[src/rtl/adc_bridge_pkg.sv]
package adc_bridge_pkg;

    localparam int BUS_AW     = 5;
    localparam int REG_AW     = 10;
    localparam int REG_DW     = 16;
    localparam int OP_W       = 4;
    localparam int CMD_STORE_W = OP_W + REG_AW + REG_DW;

    localparam logic [BUS_AW-1:0] OFS_CONFIG  = 5'h00;
    localparam logic [BUS_AW-1:0] OFS_IRQ_FLG = 5'h04;
    localparam logic [BUS_AW-1:0] OFS_IRQ_MSK = 5'h08;
    localparam logic [BUS_AW-1:0] OFS_STATUS  = 5'h0C;
    localparam logic [BUS_AW-1:0] OFS_CMD_IN  = 5'h10;
    localparam logic [BUS_AW-1:0] OFS_RES_OUT = 5'h14;
    localparam logic [BUS_AW-1:0] OFS_MISC    = 5'h18;

    localparam logic [OP_W-1:0] OP_NOP   = 4'd0;
    localparam logic [OP_W-1:0] OP_READ  = 4'd1;
    localparam logic [OP_W-1:0] OP_WRITE = 4'd2;

    typedef struct packed {
        logic [OP_W-1:0]   op;
        logic [REG_AW-1:0] addr;
        logic [REG_DW-1:0] data;
    } cmd_t;

    typedef enum logic [1:0] {
        ST_IDLE   = 2'd0,
        ST_SHIFT  = 2'd1,
        ST_FINISH = 2'd2
    } eng_state_e;

endpackage

[src/rtl/bridge_fifo.sv]
module bridge_fifo #(
    parameter int W     = 16,
    parameter int DEPTH = 16
) (
    input  logic                         clk,
    input  logic                         rst_n,
    input  logic                         push,
    input  logic [W-1:0]                 wdata,
    input  logic                         pop,
    output logic [W-1:0]                 rdata,
    output logic                         empty,
    output logic                         full,
    output logic [$clog2(DEPTH+1)-1:0]   level
);
    localparam int PTR_W = $clog2(DEPTH);
    localparam int LVL_W = $clog2(DEPTH+1);
    localparam logic [PTR_W-1:0] LAST = PTR_W'(DEPTH-1);

    logic [W-1:0]     mem [DEPTH];
    logic [PTR_W-1:0] wr_ptr, rd_ptr;
    logic [LVL_W-1:0] count;
    logic             do_push, do_pop;

    assign empty   = (count == '0);
    assign full    = (count == LVL_W'(DEPTH));
    assign level   = count;
    assign do_push = push && !full;
    assign do_pop  = pop && !empty;
    assign rdata   = mem[rd_ptr];

    always_ff @(posedge clk) begin
        if (do_push) mem[wr_ptr] <= wdata;
    end

    always_ff @(posedge clk) begin
        if (!rst_n) begin
            wr_ptr <= '0;
            rd_ptr <= '0;
            count  <= '0;
        end else begin
            if (do_push) wr_ptr <= (wr_ptr == LAST) ? '0 : wr_ptr + 1'b1;
            if (do_pop)  rd_ptr <= (rd_ptr == LAST) ? '0 : rd_ptr + 1'b1;
            if (do_push && !do_pop)      count <= count + 1'b1;
            else if (!do_push && do_pop) count <= count - 1'b1;
        end
    end
endmodule

[src/rtl/backend_regs.sv]
module backend_regs #(
    parameter int DEPTH = 64,
    parameter int AW    = 10,
    parameter int DW    = 16
) (
    input  logic          clk,
    input  logic          rst_n,
    input  logic          we,
    input  logic [AW-1:0] addr,
    input  logic [DW-1:0] wdata,
    output logic [DW-1:0] rdata
);
    localparam int IW = $clog2(DEPTH);
    localparam logic [AW:0] LIMIT = (AW+1)'(DEPTH);

    logic [DW-1:0] regs [DEPTH];
    logic          in_range;

    assign in_range = ({1'b0, addr} < LIMIT);
    assign rdata    = in_range ? regs[addr[IW-1:0]] : '0;

    always_ff @(posedge clk) begin
        if (!rst_n) begin
            for (int i = 0; i < DEPTH; i++) regs[i] <= '0;
        end else if (we && in_range) begin
            regs[addr[IW-1:0]] <= wdata;
        end
    end
endmodule

[src/rtl/cmd_engine.sv]
module cmd_engine
    import adc_bridge_pkg::*;
#(
    parameter int TICKS = 32,
    parameter int DIV_W = 2
) (
    input  logic                   clk,
    input  logic                   rst_n,
    input  logic                   enable,
    input  logic [DIV_W-1:0]       div_sel,
    input  logic                   cmd_valid,
    input  logic [CMD_STORE_W-1:0] cmd_word,
    output logic                   cmd_pop,
    input  logic                   rsp_full,
    output logic                   rsp_push,
    output logic [REG_DW-1:0]      rsp_word,
    output logic                   reg_we,
    output logic [REG_AW-1:0]      reg_addr,
    output logic [REG_DW-1:0]      reg_wdata,
    input  logic [REG_DW-1:0]      reg_rdata
);
    localparam int PRE_W  = (2 ** DIV_W) + 1;
    localparam int TCNT_W = $clog2(TICKS);
    localparam logic [TCNT_W-1:0] LAST_TICK = TCNT_W'(TICKS-1);

    eng_state_e        state, nxt;
    cmd_t              cur;
    logic [REG_DW-1:0] pend_q;
    logic [PRE_W-1:0]  pre_cnt, pre_lim;
    logic [TCNT_W-1:0] tick_cnt;
    logic              tick;

    assign pre_lim = (PRE_W'(1) << ({1'b0, div_sel} + 1'b1)) - 1'b1;
    assign tick    = (pre_cnt == pre_lim);

    // state register
    always_ff @(posedge clk) begin
        if (!rst_n) state <= ST_IDLE;
        else        state <= nxt;
    end

    // transitions
    always_comb begin
        nxt = state;
        unique case (state)
            ST_IDLE:   if (enable && cmd_valid)           nxt = ST_SHIFT;
            ST_SHIFT:  if (tick && tick_cnt == LAST_TICK) nxt = ST_FINISH;
            ST_FINISH: if (!rsp_full)                     nxt = ST_IDLE;
            default:                                      nxt = ST_IDLE;
        endcase
    end

    // outputs
    always_comb begin
        cmd_pop   = 1'b0;
        rsp_push  = 1'b0;
        unique case (state)
            ST_IDLE:   cmd_pop  = enable && cmd_valid;
            ST_SHIFT:  ;
            ST_FINISH: rsp_push = !rsp_full;
            default:   ;
        endcase
        reg_we    = rsp_push && (cur.op == OP_WRITE);
        reg_addr  = cur.addr;
        reg_wdata = cur.data;
        rsp_word  = pend_q;
    end

    // datapath
    always_ff @(posedge clk) begin
        if (!rst_n) begin
            cur      <= '0;
            pend_q   <= '0;
            pre_cnt  <= '0;
            tick_cnt <= '0;
        end else begin
            if (cmd_pop) cur <= cmd_t'(cmd_word);
            if (rsp_push) pend_q <= (cur.op == OP_READ) ? reg_rdata : '0;
            if (state != ST_SHIFT) begin
                pre_cnt  <= '0;
                tick_cnt <= '0;
            end else if (tick) begin
                pre_cnt  <= '0;
                tick_cnt <= tick_cnt + 1'b1;
            end else begin
                pre_cnt  <= pre_cnt + 1'b1;
            end
        end
    end
endmodule

[src/rtl/adc_cmd_bridge.sv]
module adc_cmd_bridge
    import adc_bridge_pkg::*;
#(
    parameter int FIFO_DEPTH    = 16,
    parameter int BACKEND_DEPTH = 64,
    parameter int TICKS_PER_CMD = 32
) (
    input  logic              clk,
    input  logic              rst_n,
    input  logic              bus_wr,
    input  logic              bus_rd,
    input  logic [BUS_AW-1:0] bus_addr,
    input  logic [31:0]       bus_wdata,
    output logic [31:0]       bus_rdata
);
    localparam int LVL_W = $clog2(FIFO_DEPTH+1);

    logic        cfg_en, cfg_wedge, cfg_redge;
    logic [1:0]  cfg_div;
    logic [1:0]  int_sts, int_mask;
    logic [31:0] misc_q;

    logic                   cmd_push, cmd_pop, cmd_empty, cmd_full;
    logic [CMD_STORE_W-1:0] cmd_head;
    logic [LVL_W-1:0]       cmd_level;
    logic                   rd_pop, rsp_push, rd_empty, rd_full;
    logic [REG_DW-1:0]      rsp_word, rd_head;
    logic [LVL_W-1:0]       rd_level;
    logic                   reg_we;
    logic [REG_AW-1:0]      reg_addr;
    logic [REG_DW-1:0]      reg_wdata, reg_rdata;
    logic [31:0]            status_w;

    assign cmd_push = bus_wr && (bus_addr == OFS_CMD_IN);
    assign rd_pop   = bus_rd && (bus_addr == OFS_RES_OUT);

    bridge_fifo #(.W(CMD_STORE_W), .DEPTH(FIFO_DEPTH)) u_cmd_q (
        .clk(clk), .rst_n(rst_n), .push(cmd_push), .wdata(bus_wdata[CMD_STORE_W-1:0]),
        .pop(cmd_pop), .rdata(cmd_head), .empty(cmd_empty), .full(cmd_full),
        .level(cmd_level));

    bridge_fifo #(.W(REG_DW), .DEPTH(FIFO_DEPTH)) u_res_q (
        .clk(clk), .rst_n(rst_n), .push(rsp_push), .wdata(rsp_word),
        .pop(rd_pop), .rdata(rd_head), .empty(rd_empty), .full(rd_full),
        .level(rd_level));

    cmd_engine #(.TICKS(TICKS_PER_CMD), .DIV_W(2)) u_engine (
        .clk(clk), .rst_n(rst_n), .enable(cfg_en), .div_sel(cfg_div),
        .cmd_valid(!cmd_empty), .cmd_word(cmd_head), .cmd_pop(cmd_pop),
        .rsp_full(rd_full), .rsp_push(rsp_push), .rsp_word(rsp_word),
        .reg_we(reg_we), .reg_addr(reg_addr), .reg_wdata(reg_wdata),
        .reg_rdata(reg_rdata));

    backend_regs #(.DEPTH(BACKEND_DEPTH), .AW(REG_AW), .DW(REG_DW)) u_backend (
        .clk(clk), .rst_n(rst_n), .we(reg_we), .addr(reg_addr),
        .wdata(reg_wdata), .rdata(reg_rdata));

    always_ff @(posedge clk) begin
        if (!rst_n) begin
            cfg_en    <= 1'b0;
            cfg_wedge <= 1'b0;
            cfg_redge <= 1'b0;
            cfg_div   <= '0;
            int_sts   <= '0;
            int_mask  <= '0;
            misc_q    <= '0;
        end else begin
            if (bus_wr && bus_addr == OFS_CONFIG) begin
                cfg_en    <= bus_wdata[31];
                cfg_wedge <= bus_wdata[13];
                cfg_redge <= bus_wdata[12];
                cfg_div   <= bus_wdata[9:8];
            end
            if (bus_wr && bus_addr == OFS_IRQ_MSK) int_mask <= bus_wdata[1:0];
            if (bus_wr && bus_addr == OFS_MISC)    misc_q   <= bus_wdata;
            int_sts <= (int_sts & ~((bus_wr && bus_addr == OFS_IRQ_FLG) ? bus_wdata[1:0] : 2'b00))
                     | {rd_pop && rd_empty, cmd_push && cmd_full};
        end
    end

    always_comb begin
        status_w              = '0;
        status_w[LVL_W-1:0]   = rd_level;
        status_w[8]           = rd_empty;
        status_w[9]           = rd_full;
        status_w[10]          = cmd_empty;
        status_w[11]          = cmd_full;
    end

    always_comb begin
        case (bus_addr)
            OFS_CONFIG:  bus_rdata = {cfg_en, 17'b0, cfg_wedge, cfg_redge, 2'b0, cfg_div, 8'b0};
            OFS_IRQ_FLG: bus_rdata = {30'b0, int_sts};
            OFS_IRQ_MSK: bus_rdata = {30'b0, int_mask};
            OFS_STATUS:  bus_rdata = status_w;
            OFS_RES_OUT: bus_rdata = rd_empty ? 32'b0 : {16'b0, rd_head};
            OFS_MISC:    bus_rdata = misc_q;
            default:     bus_rdata = '0;
        endcase
    end
endmodule

[config.mk]
export PLATFORM = sky130hd
export DESIGN_NAME = adc_cmd_bridge
export DESIGN_NICKNAME = d
export VERILOG_FILES = /design/src/rtl/adc_bridge_pkg.sv /design/src/rtl/bridge_fifo.sv /design/src/rtl/backend_regs.sv /design/src/rtl/cmd_engine.sv /design/src/rtl/adc_cmd_bridge.sv
export SDC_FILE = /design/constraint.sdc
export NUM_CORES = 2
export LEC_CHECK = 0
export BUFFER_PORTS_ARGS = -buffer_cell sky130_fd_sc_hd__buf_2
export CORE_ASPECT_RATIO = 1.1
export CORE_MARGIN = 5
export CORE_UTILIZATION = 40
export DETAILED_ROUTE_END_ITERATION = 8
export GPL_TIMING_DRIVEN = 0
export PLACE_DENSITY = 0.65
export SYNTH_ARGS = -nofsm -noshare
export SYNTH_HDL_FRONTEND = slang
export SYNTH_SLANG_ARGS = --single-unit
[constraint.sdc]
create_clock -name clk -period 3.6 [get_ports clk]
set_input_delay 0.18 -clock clk [delete_from_list [all_inputs] [get_ports clk]]
set_output_delay 0.18 -clock clk [all_outputs]
set_load 0.05 [all_outputs]
======== Yosys cells after proc, flatten, opt, wreduce, memory -nomap -nowiden ========
Memory sizes are Yosys's and may differ from the RTL's. A register that Yosys moved wholly into a read port is not among the register bits.
Index checks and enable logic that the tools add are counted.
word-level totals
  flip-flop bits (word level) ............. 95
  memory bits (writable) .................. 1,760
  output and inout bits ................... 32
  memories ................................ 3
memory list
  memory          words  bits a word  rd ports  clocked after Yosys merged registers in  wr ports  RTL line            text
  u_backend.regs  64     16           1         0                                        64        backend_regs.sv:16  logic [DW-1:0] regs [DEPTH];
  u_cmd_q.mem     16     30           1         1                                        1         bridge_fifo.sv:19   logic [W-1:0] mem [DEPTH];
  u_res_q.mem     16     16           1         1                                        1         bridge_fifo.sv:19
operators by class
  add/subtract/negate cells ............... 12
  $lt $le $gt $ge ......................... 1
  equality and inequality tests ........... 22
  shift operators ......................... 1
  multiplexer cells ....................... 32
  bitwise operators ....................... 4
  reductions and logical operators ........ 39
operators by type and width
  operator             number
  $pmux 32 s6          1
  $mux 16              4
  $eq 5x5->1 const B   6
  $mux 4               6
  $add 5x1->5 const B  4
  $logic_and 1x1->1    20
  $mux 5               4
  $add 4x1->4 const B  4
  $eq 4x4->1 const B   4
  $reduce_or 16->1     1
  $logic_not 5->1      3
  $sub 5x1->5 const B  3
  $mux 1               11
  $eq 5x4->1 const B   2
  $lt 10x7->1 const B  1
  $logic_not 1->1      9
  $mux 2               4
  $mux 6               1
  $ne 2x1->1 const B   3
  $pmux 2 s3           1
  $eq 5x3->1 const B   1
  $eq 5x5->1           1
  $shl 1x3->5 const A  1
  $eq 4x1->1 const B   1
  14 further kinds     15

======== Logic depth before layout (Yosys ltp) ========
  depth in word-level cells ............... 10
  depth in mapped cells ................... 13

======== Hierarchy ========
A second synthesis with hierarchy kept.
unflattened totals
  cell total of the unflattened synthesis .. 5,441
  area total of the unflattened synthesis .. 81,174.1 sq um
modules (own cells, without submodules)
  module                  times used  cells an instance  area each (sq um)  sequential area each (sq um)
  backend_regs            1           3,552              47,259.1           30,749.5
  bridge_fifo at u_cmd_q  1           850                18,885.6           14,754.2
  bridge_fifo at u_res_q  1           506                10,567.6           8,027.7
  cmd_engine              1           276                2,476.1            1,161.1
  adc_cmd_bridge          1           257                1,985.7            820.8

======== Worst setup path after synthesis ========
No wires, ideal clock.
  kind .................................... input -> register
  start point ............................. input bus_addr[2]
  end point ............................... memory u_cmd_q.mem[3][0] (netlist name) (enable)
  arrival ................................. 3.293 ns
  data required time ...................... 3.146 ns
  path slack .............................. -0.148 ns
  stages on the path ...................... 5
  path buffers ............................ 1
  path through ............................ clkbuf_1 -> nand4b_1 -> a21oi_1 -> nand2_1 -> nor3_1
between the ends
  longest elaborated chain between the ends .. 5
ends and longest elaborated chain
  element                       RTL line              text
  start: declaration            adc_cmd_bridge.sv:12  input logic [BUS_AW-1:0] bus_addr,
  $eq 5x5->1                    adc_cmd_bridge.sv:34  assign cmd_push = bus_wr && (bus_addr == OFS_CMD_IN);
  $logic_and 1x1->1             adc_cmd_bridge.sv:34
  $logic_and 1x1->1             bridge_fifo.sv:27     assign do_push = push && !full;
  net u_cmd_q.do_push           bridge_fifo.sv:22     logic do_push, do_pop;
  $mux 1                        bridge_fifo.sv:32     if (do_push) mem[wr_ptr] <= wdata;
  $mux 1 (implied by the code)  bridge_fifo.sv:32
  end: declaration              bridge_fifo.sv:19
The timed path passes the listed nets, and every way through them passes these cells.

======== Worst setup path in the final report ========
  start point ............................. register, netlist name u_engine.reg_addr[2]
  end point ............................... register u_engine.pend_q[5], in the netlist u_engine.rsp_word[5]
between the ends
  longest elaborated chain between the ends .. 3
ends and longest elaborated chain
  element                                       RTL line            text
  $mem_v2 64x16 or $lt 10x7->1 (tied branches)  n/a
  $mux 16 (*)                                   backend_regs.sv:20  assign rdata = in_range ? regs[addr[IW-1:0]] : '0;
  $mux 16 (*)                                   cmd_engine.sv:78    if (rsp_push) pend_q <= (cur.op == OP_READ) ? reg_rdata : '0;
  end signal: assignment                        cmd_engine.sv:78
  end: declaration                              cmd_engine.sv:28    logic [REG_DW-1:0] pend_q;
Mark *: on every way between the ends. The rest lies on a longest branch, timed or not.
A chain may end at the register's enable or synchronous reset.

==> flow_metrics.env <==
export IMPL_critPathCaptureType="flip-flop"
export IMPL_setup_viol=34
export IMPL_syn_to_final_growth_pct=15.8
export IMPL_fin_ws_ps=-121
export IMPL_rsz0062_at_grt="true"
export IMPL_grt_util_all_layers=0.225
export IMPL_antenna_found_initial=16
export IMPL_synth_fa_ha_area_frac=0.00375
export IMPL_slowest_stage="buf_2"
export IMPL_grt_pass1_wl_um=344000
export IMPL_cap_viol_max_count=1
export IMPL_fin_crit_ps=3720
export IMPL_ir_worst_vdd_mv=0.567
export IMPL_rows=173
export IMPL_relSlewSlack=-0.0353
export IMPL_avgSynthCellArea_sq_um=15.3
export IMPL_synthArstFlopShare=0
export IMPL_synth_top_family_by_area="simple AND/OR/NAND/NOR gates"
export IMPL_path_cells="buf_2 > buf_2 > buf_2 > mux2i_1 > o221ai_1 > o21ai_0 > o2111ai_1 > a221o_1"
export IMPL_clockBufferDepth=3
export IMPL_overflow=0
export IMPL_grt_max_degree=24
export IMPL_die_area_sq_mm=0.211
export IMPL_netlist_area_sq_mm=0.0808
export IMPL_die_h_um=481
export IMPL_multi_input_area_sq_mm=0.0240
export IMPL_via_count=48800
export IMPL_status="complete, but fails checks"
export IMPL_postRouteAntennaNets=0
export IMPL_nets=5711
export IMPL_dpl_hpwl_um=170000
export IMPL_wl_um=241000
export IMPL_seq_area_sq_mm=0.0554
export IMPL_hold_violations=0
export IMPL_ys_types=71
export IMPL_synth_seq_cells=1889
export IMPL_path_class="flip-flop to flip-flop"
export IMPL_hold_path_class="primary input to flip-flop"
export IMPL_avgRoutedWirePerCell_um=28.2
export IMPL_place_congestion=0.985
export IMPL_io_pins=73
export IMPL_synthTopCellsByCount="edfxtp_1 (1760), and2_1 (1038), clkbuf_1 (335), mux2i_1 (261), mux4_2 (222)"
export IMPL_wl_met1_um=91100
export IMPL_cts_root_buf="clkbuf_16"
export IMPL_htree_num_levels=4
export IMPL_fin_total_pwr_mw=45.5
export IMPL_io_buffers=71
export IMPL_synth_ff_type="edfxtp_1"
export IMPL_worst_slew_pin_slew_ps=1550
export IMPL_cts_tree="yes"
export IMPL_muxShareOfSynthArea=0.0966
export IMPL_critPathLaunchType="flip-flop"
export IMPL_drc=0
export IMPL_slew_viol_final=11
export IMPL_path_buf_inv=3
export IMPL_period_share=1.03
export IMPL_leakagePower_nw=30.2
export IMPL_synth_most_common_cell="edfxtp_1"
export IMPL_synth_edf_count=1760
export IMPL_synth_top_cell_area_share=0.654
export IMPL_initial_core_util=0.401
export IMPL_crit_path_frequent_cell="buf_2"
export IMPL_syn_nets=5331
export IMPL_fillers=17400
export IMPL_layout_drive_gt1_share=0.167
export IMPL_synthXorXnorAreaFrac=0.00206
export IMPL_post_route_util=0.464
export IMPL_pre_cts_slack_ps=-1420
export IMPL_insertion_delay_ps=830
export IMPL_grt_pass1_vias=48500
export IMPL_worstPathArrival_ps=4430
export IMPL_cts_inserted_buffers=189
export IMPL_synthCells=5267
export IMPL_drt_vias_per_instance=5.72
export IMPL_power_density_mw_per_mm2=487
export IMPL_cp_top_family="buffers and inverters"
export IMPL_synth_area_leader_cell="edfxtp_1"
export IMPL_clock_fmax_mhz=269
export IMPL_yosys_warnings=0
export IMPL_fp_coreArea_sq_mm=0.202
export IMPL_fin_skew_ps=31.5
export IMPL_fin_hold_ws_ps=115
export IMPL_synth_compound_area_frac=0.0743
export IMPL_dr_wl_met2_um=115000
export IMPL_failed_checks="capacitance limit, slew limit, setup timing"
export IMPL_route_met3_wl_um=20500
export IMPL_drt_iter0_drc=6124
export IMPL_worstPathMaxFanout=10
export IMPL_top_layer_used="met4"
export IMPL_synth_simple_gate_area_frac=0.112
export IMPL_synth_seq_area_share=0.686
export IMPL_drtPass1Iterations=8
export IMPL_synthTopCellsByArea="edfxtp_1 (65%), and2_1 (8.0%), mux4_2 (6.2%)"
export IMPL_worstPathRequired_ps=4310
export IMPL_cts_sinks=1889
export IMPL_die_w_um=438
export IMPL_max_stage_delay_ps=590
export IMPL_clkTransAtPathRegs_ps=60
logic make-up after synthesis:
logic type                 after synthesis
DFF                                   1889
and+or+nand+nor                       1530
muxes                                  500
adders and majority gates               23
buffers and inverters                  490
AOI/OAI and AO/OA                      816
xor gates and xnor gates                19
state kept, by name (all words and copies together), names as in the netlist, 10 cells and up, named ones only:
register            count
u_engine.reg_addr      10
u_engine.reg_wdata     16
u_res_q.mem           256
u_cmd_q.mem           480
misc_q                 32
u_backend.regs       1024
u_engine.rsp_word      16
final timing paths:
| kind | startpoint | to | slack [ps] | cells after the start |
|---|---|---|---|---|
| max | u_engine.reg_addr[2]$_SDFFE_PN0P_ | u_engine.rsp_word[5]$_SDFFE_PN0N_ | -120 | 8 |
| min | bus_addr[3] | int_mask[1]$_SDFFE_PN0P_ | 120 | 6 |
| max reg2reg | u_engine.reg_addr[2]$_SDFFE_PN0P_ | u_engine.rsp_word[5]$_SDFFE_PN0N_ | -120 | 8 |
| min reg2reg | u_engine.pre_cnt[0]$_SDFF_PP0_ | u_engine.pre_cnt[0]$_SDFF_PP0_ | 460 | 1 |
placed cells by master (no fill, tap or decap), types with 43 or more instances in the layout:
master and instances:
dlygate4sd3_1 43, buf_2 121, mux4_2 222, and2_1 1038, nand2_1 175, clkbuf_16 191, mux2i_1 259, a221o_1 115
clkbuf_1 336, o22ai_1 95, dfxtp_1 127, clkinv_1 48, edfxtp_1 1760, nor2_1 112, o21ai_0 49, a21oi_1 91
a221oi_1 114, a21boi_0 70, clkbuf_2 52
per-layer routing:
layer	up-vias	GRT usage
li1	20800	-
met1	25000	0.286
met2	2382	0.368
met3	573	0.0461
met4	0	0.113
met5	-	0
metrics by stage:
stage / cell area (sq um) / setup TNS (ps) / instances
3_3_place_gp: 84600 / -2086450 / 8050
6_report: 93500 / -1440 / 8533
5_1_grt: 93500 / -656 / 8522
4_1_cts: 93300 / -2740 / 8519
2_1_floorplan: 80800 / 0 / 5267
3_5_place_dp: 86200 / -229610 / 8128
power by group:
part           switching (mW)  internal (mW)  total (mW)
registers               0.139           24.3        24.5
clock network            8.60           11.6        20.2
logic                   0.628          0.245       0.873
total                    9.37           36.2        45.5
final cells by class:
class | count | share of cell area
sequential | 1889 | 0.593
inverter | 19 | 0.000816
clock buffer | 235 | 0.0533
multi-input combinational | 2888 | 0.257
clock inverter | 118 | 0.0146
tap | 2712 | 0.0363
timing repair buffer | 195 | 0.0224
antenna | 12 | 0.000321
buffer | 465 | 0.0225
what timing repair did:
action | in CTS | in global routing
endpoints found under the hold margin | 521 | 0
pin swaps | 2 | 2
buffers inserted | 1 | 2
hold buffers | 43 | 0
resized for setup | 90 | 59
setup endpoints to repair | 725 | 495
worst reg2reg max path, delay by kind of cell, from the launching register on:
kind	cells	cell delay, ps
AO/OA/AOI/OAI	4	1230
buffers and inverters	3	1510
flip-flops	1	460
multiplexers	1	410
No activity file was read; power rests on OpenSTA's default activity.
